## src/rtl/intx_agg_pkg.sv

```systemverilog
package intx_agg_pkg;
    typedef enum logic [1:0] {
        ST_IDLE = 2'd0,
        ST_FIRE = 2'd1,
        ST_HOLD = 2'd2
    } pulse_st_e;

    localparam logic [11:0] OFS_EOI  = 12'h010;
    localparam logic [11:0] OFS_EN   = 12'h100;
    localparam logic [11:0] OFS_STAT = 12'h500;
    localparam logic [11:0] OFS_CLR  = 12'h700;
endpackage

```

## src/rtl/intx_agg_regs.sv

```systemverilog
module intx_agg_regs #(
    parameter int NUM_LINES = 4,
    parameter int ADDR_W    = 12,
    parameter int DATA_W    = 32
) (
    input  logic                 clk,
    input  logic                 rst_n,
    input  logic                 wr_en,
    input  logic [ADDR_W-1:0]    wr_addr,
    input  logic [DATA_W-1:0]    wr_data,
    input  logic [ADDR_W-1:0]    rd_addr,
    input  logic [NUM_LINES-1:0] status_q,
    output logic [NUM_LINES-1:0] en_q,
    output logic [NUM_LINES-1:0] en_next,
    output logic [NUM_LINES-1:0] clr_mask,
    output logic                 eoi_wr,
    output logic [DATA_W-1:0]    rd_data
);
    import intx_agg_pkg::*;

    logic en_wr;

    assign en_wr    = wr_en && (wr_addr == ADDR_W'(OFS_EN));
    assign eoi_wr   = wr_en && (wr_addr == ADDR_W'(OFS_EOI));
    assign clr_mask = (wr_en && (wr_addr == ADDR_W'(OFS_CLR))) ? wr_data[NUM_LINES-1:0] : '0;
    assign en_next  = en_wr ? wr_data[NUM_LINES-1:0] : en_q;

    always_ff @(posedge clk) begin
        if (!rst_n) en_q <= '0;
        else        en_q <= en_next;
    end

    always_comb begin
        rd_data = '0;
        if (rd_addr == ADDR_W'(OFS_EN))
            rd_data[NUM_LINES-1:0] = en_q;
        else if (rd_addr == ADDR_W'(OFS_STAT))
            rd_data[NUM_LINES-1:0] = status_q;
    end
endmodule

```

## src/rtl/intx_agg_status.sv

```systemverilog
module intx_agg_status #(
    parameter int NUM_LINES = 4,
    parameter int LINE_W    = 2,
    parameter bit DEGRADED  = 1'b0
) (
    input  logic                 clk,
    input  logic                 rst_n,
    input  logic                 msg_valid,
    input  logic                 msg_assert,
    input  logic [LINE_W-1:0]    msg_num,
    input  logic [NUM_LINES-1:0] clr_mask,
    input  logic [NUM_LINES-1:0] en_q,
    input  logic [NUM_LINES-1:0] en_next,
    input  logic                 eoi_wr,
    output logic [NUM_LINES-1:0] status_q,
    output logic [NUM_LINES-1:0] set_mask,
    output logic                 fire_req
);
    logic [NUM_LINES-1:0] hit;
    logic [NUM_LINES-1:0] status_next;
    logic [NUM_LINES-1:0] pend_cur;
    logic [NUM_LINES-1:0] pend_next;
    logic                 newly_pending;

    // Bit i of the pending vector belongs to interrupt number NUM_LINES-1-i.
    for (genvar i = 0; i < NUM_LINES; i++) begin : g_line
        assign hit[i] = msg_valid && (msg_num == LINE_W'(NUM_LINES - 1 - i));
        if (DEGRADED) begin : g_deg
            assign set_mask[i] = hit[i];
        end else begin : g_norm
            assign set_mask[i] = hit[i] && msg_assert;
        end
    end

    // Set has priority over a same-cycle clear.
    assign status_next   = (status_q & ~clr_mask) | set_mask;
    assign pend_cur      = status_q & en_q;
    assign pend_next     = status_next & en_next;
    assign newly_pending = |(pend_next & ~pend_cur);

    if (DEGRADED) begin : g_req_deg
        assign fire_req = newly_pending || (|(set_mask & en_next));
    end else begin : g_req_norm
        assign fire_req = newly_pending || (eoi_wr && (|pend_next));
    end

    always_ff @(posedge clk) begin
        if (!rst_n) status_q <= '0;
        else        status_q <= status_next;
    end
endmodule

```

## src/rtl/intx_agg_fsm.sv

```systemverilog
module intx_agg_fsm (
    input  logic clk,
    input  logic rst_n,
    input  logic fire_req,
    output logic irq_o
);
    import intx_agg_pkg::*;

    pulse_st_e state_q, state_d;

    always_comb begin
        state_d = state_q;
        unique case (state_q)
            ST_IDLE: if (fire_req) state_d = ST_FIRE;
            ST_FIRE: state_d = fire_req ? ST_HOLD : ST_IDLE;
            ST_HOLD: state_d = ST_FIRE;
            default: state_d = ST_IDLE;
        endcase
    end

    always_ff @(posedge clk) begin
        if (!rst_n) state_q <= ST_IDLE;
        else        state_q <= state_d;
    end

    always_comb begin
        irq_o = (state_q == ST_FIRE);
    end
endmodule

```

## src/rtl/intx_pulse_agg.sv

```systemverilog
module intx_pulse_agg #(
    parameter int NUM_LINES = 4,
    parameter int ADDR_W    = 12,
    parameter int DATA_W    = 32,
    parameter bit DEGRADED  = 1'b0,
    localparam int LINE_W   = $clog2(NUM_LINES)
) (
    input  logic              clk,
    input  logic              rst_n,
    input  logic              msg_valid,
    input  logic              msg_assert,
    input  logic [LINE_W-1:0] msg_num,
    input  logic              wr_en,
    input  logic [ADDR_W-1:0] wr_addr,
    input  logic [DATA_W-1:0] wr_data,
    input  logic [ADDR_W-1:0] rd_addr,
    output logic [DATA_W-1:0] rd_data,
    output logic              irq_pulse
);
    logic [NUM_LINES-1:0] status_q;
    logic [NUM_LINES-1:0] set_mask;
    logic [NUM_LINES-1:0] en_q;
    logic [NUM_LINES-1:0] en_next;
    logic [NUM_LINES-1:0] clr_mask;
    logic                 eoi_wr;
    logic                 fire_req;

    intx_agg_regs #(
        .NUM_LINES(NUM_LINES), .ADDR_W(ADDR_W), .DATA_W(DATA_W)
    ) regs_i (
        .clk(clk), .rst_n(rst_n),
        .wr_en(wr_en), .wr_addr(wr_addr), .wr_data(wr_data),
        .rd_addr(rd_addr), .status_q(status_q),
        .en_q(en_q), .en_next(en_next), .clr_mask(clr_mask),
        .eoi_wr(eoi_wr), .rd_data(rd_data)
    );

    intx_agg_status #(
        .NUM_LINES(NUM_LINES), .LINE_W(LINE_W), .DEGRADED(DEGRADED)
    ) status_i (
        .clk(clk), .rst_n(rst_n),
        .msg_valid(msg_valid), .msg_assert(msg_assert), .msg_num(msg_num),
        .clr_mask(clr_mask), .en_q(en_q), .en_next(en_next), .eoi_wr(eoi_wr),
        .status_q(status_q), .set_mask(set_mask), .fire_req(fire_req)
    );

    intx_agg_fsm fsm_i (
        .clk(clk), .rst_n(rst_n), .fire_req(fire_req), .irq_o(irq_pulse)
    );
endmodule

```

## config.mk

```make
export PLATFORM = sky130hd
export DESIGN_NAME = intx_pulse_agg
export DESIGN_NICKNAME = d
export VERILOG_FILES = /design/src/rtl/intx_agg_pkg.sv /design/src/rtl/intx_agg_regs.sv /design/src/rtl/intx_agg_status.sv /design/src/rtl/intx_agg_fsm.sv /design/src/rtl/intx_pulse_agg.sv
export SDC_FILE = /design/constraint.sdc
export NUM_CORES = 1
export LEC_CHECK = 0
export BUFFER_PORTS_ARGS = -buffer_cell sky130_fd_sc_hd__buf_2
export CAP_MARGIN = 10
export CORE_MARGIN = 5
export CORE_UTILIZATION = 33
export CTS_BUF_LIST = sky130_fd_sc_hd__clkbuf_2 sky130_fd_sc_hd__clkbuf_4 sky130_fd_sc_hd__clkbuf_8
export CTS_CLUSTER_SIZE = 20
export DETAILED_ROUTE_END_ITERATION = 10
export PLACE_DENSITY_LB_ADDON = 0.3
export RECOVER_POWER = 25
export SYNTH_ARGS = -nofsm -noshare
export SYNTH_HDL_FRONTEND = slang
export SYNTH_SLANG_ARGS = --single-unit
```

## constraint.sdc

```tcl
create_clock -name clk -period 1.75 [get_ports clk]
set_input_delay 0.2625 -clock clk [delete_from_list [all_inputs] [get_ports clk]]
set_output_delay 0.2625 -clock clk [all_outputs]
set_load 0.01 [all_outputs]
```

==> parameters.txt <==
Parameter                              Value

Run status
  Status ... finished clean

Worst setup path
  Startpoint class of the critical path ... input pin
  Biggest cell delay along the critical path ... 0.36 ns
  Type of the worst setup path ... in -> reg
  Max FO, Critical Path ... 4
  Cell occurring most often along the worst timing path ... buf_6
  Register-to-Register Setup Slack ... 0.21 ns
  Data arrival time at the worst-slack endpoint ... 1.85 ns
  Origin of the critical flop-to-flop path ... regs_i.en_q[1]$_SDFF_PN0_
  Sequence of cells on the critical path ... buf_6 > nor4_4 > buf_4 > nand4_1 > buf_6 > nor3b_4 > nor3_2 > o31ai_4 > a311oi_2
  Kind of end point of the critical path ... flop
  Cell at the slowest stage of the critical path ... nor4_4
  Worst Reg2Reg Path Length in Cells ... 5
  Worst flop-to-flop path endpoint ... fsm_i.state_q[0]$_SDFFE_PN0P_
  Buffers & Inverters on Critical Path ... 3
  Required time of the critical path ... 1.90 ns
  Cell family with the largest share of critical-path delay ... simple AND/OR/NAND/NOR gates

Timing
  Setup TNS ... 0 ns
  Slack of the critical path ... 0.0513 ns
  Number of max-slew violations in the final report ... 0
  Final-report setup violation count ... 0
  Final critical-path share of the clock period ... 97.1%
  Max Clock Skew ... 0.00226 ns
  Max-slew headroom ... 57.5%
  Maximum frequency from static timing analysis ... 589 MHz
  Hold WS ... 0.219 ns
  RSZ-0062 raised after global routing ... yes
  Number of failing hold endpoints at the final stage ... 0
  Slew of the pin with the lowest slew margin ... 0.632 ns
  Shortest clock period the worst path allows after layout ... 1.70 ns

Floorplanning
  Horiz. Die Dim ... 62.8 um
  Count of pins on the block boundary ... 96
  Number of standard-cell rows in the floorplan ... 19
  Floorplan die height ... 62.8 um
  Initial core utilization ... 33.9%
  Die Footprint ... 3940 sq um
  Core box area ... 2710 sq um

Logic synthesis
  Number of instances in the synthesized netlist ... 114
  Yosys warns ... 0
  Number of unique standard cell types used by synthesis ... 34
  Part of the Yosys area used for sequential elements ... 21.8%
  #FFs+latches synth ... 10
  Post-synthesis area per instance ... 8.07 sq um
  Netlist area before placement ... 920 sq um

Clock tree
  Hold-fix buffers at CTS ... 0
  Number of buffers inserted during clock tree synthesis ... 3
  Number of clock sinks ... 10
  CTS tree ... yes
  Clock slew seen by the registers of the worst setup and hold paths ... 0.08 ns
  Clock root buffer ... clkbuf_4
  Total number of H-tree levels ... 1
  Longest Clk Path Bufs ... 2
  Clock network latency to the later pin of the worst-skew pair ... 0.27 ns

Drt
  Number of nets still failing antenna checks after routing ... 0
  Violation count after the first detailed-routing iteration ... 18
  Pre-Repair DR Iteration Count ... 4
  Detail-routed net length per standard cell ... 12.9 um
  Final routed wirelength across all metal layers ... 2530 um
  Post-detailed-route via-to-cell ratio ... 4.70
  Number of vias in the routed layout ... 922
  DRC violation count after routing ... 0

Final layout
  Fraction of final layout cells sized beyond drive strength 1 ... 44.2%
  Most common library cell in the layout ignoring fill and taps ... buf_2
  Commonest cells after routing, fill and taps aside ... 36 x buf_2, 28 x conb_1, 16 x nor2_1
  Final net count ... 229
  Area Overhead vs Synth ... 40.8%
  Count of inserted antenna diode cells ... 0

GRT
  Aggregate global routing overflow ... 0
  All-layer global routing usage ... 10.8%
  Pin count of the biggest net entering global routing ... 10
  Vias in the first global route ... 822
  Initial antenna violation count ... 0
  Wire length of the first global-routing pass ... 3560 um

Power and ir drop
  Power per cell area ... 456 nW/um^2
  Leak Pwr ... 0.582 nW
  Worst ir drop on vdd ... 0.339 mV

Job
  Max-Cap Viols ... 0

Placed design
  Final HPWL DP ... 1940 um
  Input/output buffers ... 39
  Pre-CTS setup slack ... -0.321 ns
  GPL Wtd Cong ... 0.935

Min path
  Path type of the worst min-delay path ... in -> reg
  Hold path endpoint ... fsm_i.state_q[1]$_SDFFE_PN0P_
  Depth of the worst hold-timing path ... 3
  Beginning of the worst hold path ... rst_n
flip-flops by register name, indices dropped and copies added (netlist names):
| signal | count |
|---|---|
| regs_i.en_q | 4 |
| status_i.status_q | 4 |
| fsm_i.state_q | 2 |
per-layer routing:
metal	part of all wire [%]	GRT usage (%)	wire (um)
met5	0	0	0
met2	49	17.1	1240
met3	9.1	3.60	230
met4	2.2	4.51	55
met1	39	13.2	998
logic make-up (layout without fill, tap and decap cells):
logic type	Yosys count	count (layout)	share of synthesized area, %
other	1	28	0.408
DFF	10	10	21.8
and+or+nand+nor	46	46	31.8
AOI/OAI and AO/OA	16	16	12.0
buffers and inverters	33	57	24.9
muxes	8	8	9.12
synth_stat cells, drive strengths merged:
library cell	number	area, sq um
nor2	16	60.1
a311oi	1	8.76
nor3	5	36.3
nor3b	1	7.51
o31ai	1	12.5
nand4b	1	8.76
nor2b	1	6.26
nand2	8	30.0
nor4	3	33.8
clkinv	1	3.75
inv	3	11.3
a2111oi	1	8.76
a211oi	1	7.51
nand3b	1	7.51
and4	1	8.76
a21o	1	7.51
clkbuf	1	3.75
buf	28	210
nand3	2	10.0
and2	1	6.26
o22ai	5	31.3
nor4bb	1	25.0
dfxtp	10	200
nand4	4	40.0
conb	1	3.75
a21oi	3	15.0
o221ai	1	8.76
o21ai	2	10.0
and4bb	1	12.5
mux2i	8	83.8
cell type report:
class,count,area (sq um)
Fill cell,268,1420
Multi-Input combinational cell,98,708
Timing Repair Buffer,49,297
Sequential cell,10,200
Tap cell,31,38.8
Clock buffer,4,36.3
Inverter,4,15.0
tightest hold or removal path, cell delays in order:
cell     delay, ns
buf_2         0.11
nand2_1       0.05
a21oi_1       0.03
worst max-delay path by stage:
| stage | from | to | slack, ns | cells past startpoint |
|---|---|---|---|---|
| after floorplan | wr_addr[5] | fsm_i.state_q[0]$_SDFFE_PN0P_ | 0.05 | 6 |
| after global placement | wr_addr[5] | fsm_i.state_q[0]$_SDFFE_PN0P_ | -0.20 | 8 |
| after detailed placement | wr_addr[5] | fsm_i.state_q[0]$_SDFFE_PN0P_ | -0.32 | 7 |
| after CTS | wr_addr[5] | fsm_i.state_q[0]$_SDFFE_PN0P_ | 0.005 | 7 |
| after global routing | wr_addr[0] | fsm_i.state_q[0]$_SDFFE_PN0P_ | -0.03 | 9 |
| final | wr_addr[0] | fsm_i.state_q[0]$_SDFFE_PN0P_ | 0.05 | 9 |
power breakdown:
group | switching (mW) | internal, mW | leakage [nW] | total, mW
Combinational | 0.0799 | 0.0564 | 0.480 | 0.136
Sequential | 0.00471 | 0.231 | 0.0808 | 0.235
Clock | 0.0931 | 0.126 | 0.0210 | 0.220
metrics by stage:
step	cells	cell area (sq um)	util (%)	power, mW
2_1_floorplan	141	1020	-	0.345
3_3_place_gp	187	1080	39.8	0.356
3_5_place_dp	187	1080	39.8	0.358
4_1_cts	191	1120	41.2	0.576
5_1_grt	196	1290	47.8	0.629
6_report	196	1290	47.8	0.591
timing repair:
action	4_1_cts	5_1_grt
gates cloned	0	0
endpoints found under the setup margin	1	2
setup buffers	0	5
pin swaps	0	8
resized for setup	1	26
Note: power is estimated with default switching activity, not from simulation.
